<file path="config.mk">
export PLATFORM = sky130hd
export DESIGN_NAME = vec_irq_tracker
export DESIGN_NICKNAME = d
export VERILOG_FILES = /design/src/rtl/vit_pkg.sv /design/src/rtl/vit_lane_find.sv /design/src/rtl/vit_prio_enc.sv /design/src/rtl/vit_vec_bank.sv /design/src/rtl/vec_irq_tracker.sv
export SDC_FILE = /design/constraint.sdc
export NUM_CORES = 2
export LEC_CHECK = 0
export BUFFER_PORTS_ARGS = -buffer_cell sky130_fd_sc_hd__buf_2
export CAP_MARGIN = 15
export CORE_ASPECT_RATIO = 1.25
export CORE_MARGIN = 8
export CORE_UTILIZATION = 63
export DETAILED_ROUTE_END_ITERATION = 10
export PLACE_DENSITY = 0.84
export SYNTH_ARGS = -nofsm -noshare
export SYNTH_HDL_FRONTEND = slang
export SYNTH_SLANG_ARGS = --single-unit
</file>
<file path="constraint.sdc">
create_clock -name clk -period 6.05 [get_ports clk]
set_clock_uncertainty 0.1 [all_clocks]
set_input_delay 1.5125 -clock clk [delete_from_list [all_inputs] [get_ports clk]]
set_output_delay 1.5125 -clock clk [all_outputs]
set_load 0.01 [all_outputs]
</file>
<file path="src/rtl/vit_pkg.sv">
package vit_pkg;
    localparam int VEC_W      = 8;
    localparam int NUM_VEC    = 1 << VEC_W;
    localparam int LANE_BIT_W = 3;
    localparam int LANE_BITS  = 1 << LANE_BIT_W;
    localparam int NUM_LANES  = NUM_VEC / LANE_BITS;
    localparam int LANE_IDX_W = VEC_W - LANE_BIT_W;

    typedef logic [VEC_W-1:0]      vec_t;
    typedef logic [NUM_VEC-1:0]    vmask_t;
    typedef logic [LANE_IDX_W-1:0] lane_idx_t;
    typedef logic [LANE_BITS-1:0]  lane_t;

    typedef struct packed {
        logic vld;
        vec_t num;
    } vec_cmd_t;

    typedef struct packed {
        logic      vld;
        lane_idx_t idx;
        lane_t     data;
    } en_cmd_t;

    typedef struct packed {
        logic any;
        vec_t top;
    } prio_t;

    function automatic vmask_t vec_onehot(input vec_cmd_t c);
        vmask_t m;
        m = '0;
        if (c.vld) m[c.num] = 1'b1;
        return m;
    endfunction
endpackage

</file>
<file path="src/rtl/vit_lane_find.sv">
module vit_lane_find #(
    parameter int W  = 8,
    localparam int IW = (W > 1) ? $clog2(W) : 1
) (
    input  logic [W-1:0]  bits_i,
    output logic          any_o,
    output logic [IW-1:0] idx_o
);
    always_comb begin
        any_o = |bits_i;
        idx_o = '0;
        for (int i = 0; i < W; i++) begin
            if (bits_i[i]) idx_o = IW'(i);
        end
    end
endmodule

</file>
<file path="src/rtl/vit_prio_enc.sv">
module vit_prio_enc
    import vit_pkg::*;
#(
    parameter int LANES = NUM_LANES,
    parameter int LBITS = LANE_BITS,
    localparam int LIW  = $clog2(LBITS),
    localparam int GIW  = $clog2(LANES),
    localparam int TOTAL = LANES * LBITS
) (
    input  logic [TOTAL-1:0]     bits_i,
    output logic                 any_o,
    output logic [GIW+LIW-1:0]   top_o
);
    logic [LANES-1:0] lane_any;
    logic [LIW-1:0]   lane_idx [LANES];
    logic [GIW-1:0]   grp;

    for (genvar g = 0; g < LANES; g++) begin : g_lane
        vit_lane_find #(.W(LBITS)) u_lane (
            .bits_i (bits_i[g*LBITS +: LBITS]),
            .any_o  (lane_any[g]),
            .idx_o  (lane_idx[g])
        );
    end

    vit_lane_find #(.W(LANES)) u_group (
        .bits_i (lane_any),
        .any_o  (any_o),
        .idx_o  (grp)
    );

    assign top_o = {grp, lane_idx[grp]};
endmodule

</file>
<file path="src/rtl/vit_vec_bank.sv">
module vit_vec_bank
    import vit_pkg::*;
(
    input  logic     clk,
    input  logic     rst,
    input  vec_cmd_t raise_i,
    input  vec_cmd_t ack_i,
    input  vmask_t   eoi_clr_i,
    input  en_cmd_t  en_i,
    output vmask_t   req_q,
    output vmask_t   en_q,
    output vmask_t   isr_q
);
    vmask_t raise_mask, ack_mask, req_d, isr_d;

    always_comb begin
        raise_mask = vec_onehot(raise_i) & en_q;
        ack_mask   = vec_onehot(ack_i);
        req_d      = (req_q & ~ack_mask) | raise_mask;
        isr_d      = (isr_q & ~eoi_clr_i) | ack_mask;
    end

    always_ff @(posedge clk) begin
        if (rst) begin
            req_q <= '0;
            isr_q <= '0;
        end else begin
            req_q <= req_d;
            isr_q <= isr_d;
        end
    end

    for (genvar g = 0; g < NUM_LANES; g++) begin : g_en
        always_ff @(posedge clk) begin
            if (rst)
                en_q[g*LANE_BITS +: LANE_BITS] <= '0;
            else if (en_i.vld && en_i.idx == lane_idx_t'(g))
                en_q[g*LANE_BITS +: LANE_BITS] <= en_i.data;
        end
    end

    p_en_write_r2: assert property (@(posedge clk) disable iff (rst)
        en_i.vld |=> en_q[{$past(en_i.idx), 3'b000} +: LANE_BITS] == $past(en_i.data));

    p_drop_disabled_r3: assert property (@(posedge clk) disable iff (rst)
        (raise_i.vld && !en_q[raise_i.num] && !(ack_i.vld && ack_i.num == raise_i.num))
        |=> req_q[$past(raise_i.num)] == $past(req_q[raise_i.num]));

    p_raise_sets_r4: assert property (@(posedge clk) disable iff (rst)
        (raise_i.vld && en_q[raise_i.num]) |=> req_q[$past(raise_i.num)]);

    p_ack_moves_r7: assert property (@(posedge clk) disable iff (rst)
        (ack_i.vld && !(raise_i.vld && raise_i.num == ack_i.num))
        |=> (!req_q[$past(ack_i.num)] && isr_q[$past(ack_i.num)]));

    p_same_vec_r9: assert property (@(posedge clk) disable iff (rst)
        (ack_i.vld && raise_i.vld && raise_i.num == ack_i.num && en_q[raise_i.num])
        |=> (req_q[$past(ack_i.num)] && isr_q[$past(ack_i.num)]));
endmodule

</file>
<file path="src/rtl/vec_irq_tracker.sv">
module vec_irq_tracker
    import vit_pkg::*;
(
    input  logic       clk,
    input  logic       rst,
    input  logic       raise_vld,
    input  logic [7:0] raise_vec,
    input  logic       ack_vld,
    input  logic [7:0] ack_vec,
    input  logic       eoi_vld,
    input  logic       en_wr,
    input  logic [4:0] en_wr_idx,
    input  logic [7:0] en_wr_data,
    output logic       pend_any,
    output logic [7:0] pend_vec,
    output logic       svc_any,
    output logic [7:0] svc_vec
);
    vec_cmd_t raise_c, ack_c, retire_c;
    en_cmd_t  en_c;
    vmask_t   req_q, en_q, isr_q, eoi_clr;
    prio_t    pend_p, svc_p;

    assign raise_c  = '{vld: raise_vld, num: raise_vec};
    assign ack_c    = '{vld: ack_vld, num: ack_vec};
    assign en_c     = '{vld: en_wr, idx: en_wr_idx, data: en_wr_data};
    assign retire_c = '{vld: eoi_vld && svc_p.any, num: svc_p.top};
    assign eoi_clr  = vec_onehot(retire_c);

    vit_vec_bank u_bank (
        .clk       (clk),
        .rst       (rst),
        .raise_i   (raise_c),
        .ack_i     (ack_c),
        .eoi_clr_i (eoi_clr),
        .en_i      (en_c),
        .req_q     (req_q),
        .en_q      (en_q),
        .isr_q     (isr_q)
    );

    vit_prio_enc u_pend_enc (
        .bits_i (req_q),
        .any_o  (pend_p.any),
        .top_o  (pend_p.top)
    );

    vit_prio_enc u_svc_enc (
        .bits_i (isr_q),
        .any_o  (svc_p.any),
        .top_o  (svc_p.top)
    );

    assign pend_any = pend_p.any;
    assign pend_vec = pend_p.top;
    assign svc_any  = svc_p.any;
    assign svc_vec  = svc_p.top;

    p_pend_top_r5: assert property (@(posedge clk) disable iff (rst)
        pend_any |-> ((req_q >> pend_vec) == vmask_t'(1)));

    p_idle_zero_r5: assert property (@(posedge clk) disable iff (rst)
        !pend_any |-> (pend_vec == '0));

    p_flag_r6: assert property (@(posedge clk) disable iff (rst)
        pend_any == (req_q != '0));

    p_eoi_single_r8: assert property (@(posedge clk) disable iff (rst)
        (eoi_vld && !ack_vld) |=>
        (($past(isr_q) == '0) ? (isr_q == '0)
                              : ($countones(isr_q) + 1 == $countones($past(isr_q)))));

    p_eoi_top_r10: assert property (@(posedge clk) disable iff (rst)
        (eoi_vld && svc_any && !(ack_vld && ack_vec == svc_vec))
        |=> !isr_q[$past(svc_vec)]);
endmodule

</file>
## After elaboration in Yosys (flattened, before gate mapping)

Index checks and enable logic that the tools add are counted.

| storage, ports and cells | value |
|---|---|
| bits in registers | 768 |
| output and inout port bits | 18 |
| input port bits | 35 |

| operators by class | value |
|---|---|
| order comparisons | 8 |
| bitwise logic cells | 9 |
| muxes and demuxes | 525 |
| reductions and logical operators | 101 |
| equality and inequality tests | 31 |

Operators by type and width:

| kind | count |
|---|---|
| 3-bit two-way mux | 388 |
| 256-bit bitwise AND | 3 |
| 256-bit two-way mux | 3 |
| 256-bit inverter | 2 |
| 256-bit bitwise OR | 2 |
| 256-bit OR reduction | 2 |
| 8-bit OR reduction | 62 |
| 5-bit two-way mux | 60 |
| 5-bit equality test, second input constant | 16 |
| 1-bit two-way mux | 69 |
| 5-bit by 4-bit equality test with 1-bit output, second input constant | 8 |
| 1-bit logical AND | 36 |
| 3-bit binary-select mux with 5-bit select | 2 |
| 8-bit by 9-bit < comparator with 1-bit output, second input constant | 3 |
| 1-bit demux with 8-bit select | 3 |
| 8-bit by 1-bit greater-or-equal comparator with 1-bit output, second input constant | 3 |
| 5-bit by 3-bit equality test with 1-bit output, second input constant | 4 |
| 6-bit greater-or-equal comparator, second input constant | 2 |
| 5-bit inverter with 6-bit output | 2 |
| 5-bit by 2-bit equality test with 1-bit output, second input constant | 2 |
| 5-bit by 1-bit equality test with 1-bit output, second input constant | 1 |
| 5-bit zero test | 1 |

## Longest topological paths before layout

| depth | value |
|---|---|
| depth after elaboration | 44 |
| mapped depth | 18 |
| depth with buffers taken out | 13 |

## Hierarchy

Synthesis repeated with hierarchy kept, for this count alone.

| second synthesis, totals | value |
|---|---|
| cells, all modules | 4621 |
| area total of the unflattened synthesis | 38385.6 sq um |

By module, submodules not included:

| module | instances | area an instance (sq um) | cells an instance | sequential area each (sq um) |
|---|---|---|---|---|
| vit_vec_bank | 1 | 29872.4 | 3268 | 15374.7 |
| vit_lane_find (u_pend_enc.g_lane[0].u_lane ...) | 64 | 66.3 | 12 | 0.0 |
| vec_irq_tracker | 1 | 2031.9 | 381 | 0.0 |
| vit_prio_enc | 2 | 752.0 | 40 | 0.0 |
| vit_lane_find (u_pend_enc.u_group ...) | 2 | 366.6 | 62 | 0.0 |

## Least setup slack after synthesis

Ideal clock, no wire load.

| timing path | value |
|---|---|
| path type | register -> output |
| start | register u_bank.req_q[156] |
| end | output port pend_vec[0] |
| buffers on the path | 3 |
| path slack | 0.787 ns |
| required time | 4.438 ns |
| stages on the path, launching flop included | 12 |
| data arrival time | 3.650 ns |
| path through | dfxtp_1 nor4_1 nand2_1 or3_1 or3_1 o21ai_0 clkbuf_1 clkbuf_1 clkbuf_1 o311a_1 nor3_1 o311ai_0 |

| on the way | value |
|---|---|
| cells in the longest elaborated chain, start to end | 18 |
| elaborated cells on any way between the ends | 22 |

RTL lines:

| what | line | source |
|---|---|---|
| start, declared | vit_vec_bank.sv:10 | `output vmask_t req_q,` |
| start signal, assigned | vit_vec_bank.sv:28 | `req_q <= req_d;` |
| 8-bit OR reduction | vit_lane_find.sv:10 | `any_o = \|bits_i;` |
| 5-bit two-way mux (13 in a row) | vit_lane_find.sv:13 | `if (bits_i[i]) idx_o = IW'(i);` |
| net pend_vec[6] | vec_irq_tracker.sv:15 | `output logic [7:0] pend_vec,` |
| 5-bit inverter with 6-bit output (not written as such) | vit_prio_enc.sv:32 | `assign top_o = {grp, lane_idx[grp]};` |
| 3-bit binary-select mux with 5-bit select | vit_prio_enc.sv:32 |  |
| 3-bit two-way mux (not written as such) (2 in a row) | vit_prio_enc.sv:32 |  |
| end, declared | vec_irq_tracker.sv:15 |  |

The timed path passes the listed nets, and every way through them passes these cells. The select of a mux whose other input is x is not followed.

## Worst setup path in the final report

| timing path | value |
|---|---|
| start | register u_bank.req_q[197] |
| end | output port pend_vec[1] |

| on the way | value |
|---|---|
| cells in the longest elaborated chain, start to end | 13 |
| elaborated cells on any way between the ends | 16 |

RTL lines:

| what | line |
|---|---|
| 8-bit OR reduction | vit_lane_find.sv:10 |
| 5-bit two-way mux (8 in a row) | vit_lane_find.sv:13 |
| 5-bit inverter with 6-bit output (not written as such) | vit_prio_enc.sv:32 |
| 3-bit binary-select mux with 5-bit select (*) | vit_prio_enc.sv:32 |
| 3-bit two-way mux (not written as such) (*) (2 in a row) | vit_prio_enc.sv:32 |

Mark *: on every way between the ends. The rest lies on a longest branch, timed or not. The select of a mux whose other input is x is not followed.

==> results.json <==
{
  "outcome": "complete, but fails checks",
  "failed_checks": "negative setup slack",
  "cts_buffers": 75,
  "n_fill_cell": 4238,
  "multiInputGateArea_um2": 19600,
  "drc_errors": 0,
  "path_class": "reg -> out",
  "drive_above_1_share_pct": 14.6,
  "finalHoldViolations": 0,
  "cts_tree": "done",
  "ant_nets": 0,
  "fp.dieW_um": 230,
  "fin_util_pct": 72.8,
  "nets": 4480,
  "synthXorXnorAreaFrac_pct": 0,
  "setup-violations-final": 2,
  "synth_nets": 4437,
  "powerDensity_nw_per_um2": 295,
  "tns_ps": -193,
  "yosys_warnings": 0,
  "setup_slack_ps": -153,
  "vdd_drop_max_v": 0.000315,
  "worst_slew_pin_slew_ps": 1340,
  "initialDrtViolationCount": 6996,
  "ys_ff_latch": 768,
  "final_max_slew_viol_count": 0,
  "grt_start_max_net_pins": 162,
  "vias_per_cell": 7.37,
  "synth_cell_type_count": 81,
  "clock_path_buffers": 3,
  "pin_count": 53,
  "synth-compound-area-share_pct": 23.1,
  "cellLeakagePower_uw": 0.0149,
  "ys.flop_type": "dfxtp_1",
  "coreArea_um2": 56800,
  "synth_edf_count": 0,
  "wirelength_um": 158000,
  "muxShareOfSynthArea_pct": 6.94,
  "dpl.hpwl_um": 104000,
  "max_freq_mhz": 161,
  "die_h_um": 283,
  "seq_area_frac_synth_pct": 42.8,
  "cp.arrival_ps": 4590,
  "ys_async_sr_fraction_pct": 0,
  "synth-simple-area-share_pct": 22.5,
  "synthCells": 4402,
  "synth_area_leader_cell": "dfxtp_1",
  "wl_per_cell_um": 29.9,
  "cp-end-kind": "output port",
  "synth_top_family_by_area": "compound AO/OA/AOI/OAI gates",
  "place_congestion": 1.10,
  "layout.area.seq_um2": 15400,
  "postSynthAreaPerCell_um2": 8.16,
  "global_route.usage.total_pct": 45.6,
  "crit_path_max_fanout": 7,
  "cts_num_sinks": 768,
  "row_count": 98,
  "rsz0062_at_grt": "true",
  "syn_to_final_growth_pct": 15.1,
  "drtPass1Iterations": 9,
  "cts_root_buffer": "clkbuf_16",
  "period_needed_ps": 6200,
  "critPathLaunchType": "register",
  "gr-total-overflow": 0,
  "synthAdderAreaFrac_pct": 0,
  "most-common-layout-cells": "nor2_1, dfxtp_1, a21oi_1",
  "grt_antenna_before_repair": 12,
  "vias": 38807,
  "htreeDepth": 3,
  "layout_commonest_cell": "nor2_1",
  "grt_pass1_vias": 35512,
  "grt_pass1_wl_um": 227000,
  "synthesis.area_um2": 35900,
  "period_share_pct": 103,
  "path_clk_slew_ps": 60,
  "min_path_type": "reg -> reg",
  "insertion_delay_ps": 640,
  "yosys.area.top_type_share_pct": 42.8,
  "start_util_pct": 63.3,
  "synthTopCellsByArea": "dfxtp_1, nor2_1, a21oi_1, mux2i_1, a32oi_1",
  "die_area_um2": 65000,
  "relSlewSlack_pct": 10.3,
  "cp_data_required_time_ps": 4440,
  "maxCapViolCount": 0,
  "port_buffers": 52
}
[Yosys cell counts (35+ instances only)]
cell type / instances
a41oi_1: 47
a311oi_1: 67
a32oi_1: 180
clkbuf_1: 284
nand2_1: 325
o21ai_0: 105
dfxtp_1: 768
nand4_1: 35
or4_1: 44
nand3_1: 148
nor4_1: 134
o41ai_1: 45
nor3_1: 103
mux2i_1: 232
a211oi_1: 80
a21oi_1: 466
or2_2: 61
a31oi_1: 50
o21bai_1: 41
inv_1: 87
nor2_1: 796
[sequential cells by signal, indices dropped and copies added (netlist names)]
signal and cells:
u_bank.isr_q 256, u_bank.req_q 256, u_bank.en_q 256
[report_power, final]
part | switching, µW | leakage [µW] | internal, µW
Clock | 2150 | 0.00135 | 3060
Combinational | 1470 | 0.00735 | 426
Sequential | 11.2 | 0.00619 | 5070
Total | 3630 | 0.0149 | 8550
[metal layers]
metal | GRT usage (%) | part of all wire, % | up-vias
li1 | - | - | 16394
met1 | 55.6 | 34 | 17966
met2 | 64.5 | 41 | 3495
met3 | 15.2 | 15 | 948
met4 | 37.1 | 9.9 | 4
met5 | 0 | 0.016 | -
[worst paths after layout]
path | startpoint | endpoint | slack, ps | cells past startpoint
min | u_bank.en_q[17] | u_bank.en_q[17] | 360 | 2
min reg2reg | u_bank.en_q[17] | u_bank.en_q[17] | 360 | 2
max reg2reg | u_bank.isr_q[193] | u_bank.isr_q[17] | 640 | 17
max | u_bank.req_q[197] | pend_vec[1] | -150 | 12
[layout make-up]
cell class / count / area share (%)
Clock inverter: 32 / 1.18
Antenna cell: 8 / 0.0484
Inverter: 92 / 0.850
Tap cell: 750 / 2.27
Timing Repair Buffer: 294 / 5.68
Multi-Input combinational cell: 3214 / 47.4
Sequential cell: 768 / 37.2
Clock buffer: 106 / 5.39
[critical path, cell delays in order (launching register included)]
cell and delay (ps):
dfxtp_1 360, nor4_1 660, nand4_1 240, nor3_2 370, nor2b_2 310, o21ai_4 160
or4_1 650, nand3_1 190, a21oi_1 90, or3_1 310, a31oi_1 180, o211ai_1 210
buf_2 220
[per-stage QoR]
stage | cells | setup slack, ps | hold WS (ps) | total power (µW) | instance area (µm²)
finish | 5264 | -153 | 356 | 12200 | 41300
floorplan | 4402 | 787 | 337 | 6210 | 35900
global placement | 5100 | 236 | 344 | 6900 | 37900
detailed placement | 5100 | 167 | 347 | 6910 | 37900
CTS | 5246 | -4.40 | 356 | 12000 | 40900
global route | 5257 | -113 | 373 | 12300 | 41300
[timing repair]
action	in CTS	in global routing
pin swaps	13	25
resized for setup	37	57
cloned	0	1
hold buffers	0	0
endpoints found under the setup margin	6	6
setup buffers	8	6
[cell families after synthesis]
kind of cell	count (synthesis)
AND/OR/NAND/NOR	1745
flip-flops	768
buffers and inverters	420
multiplexers	247
AO/OA/AOI/OAI	1222
Power figures use the tool's default switching activity.
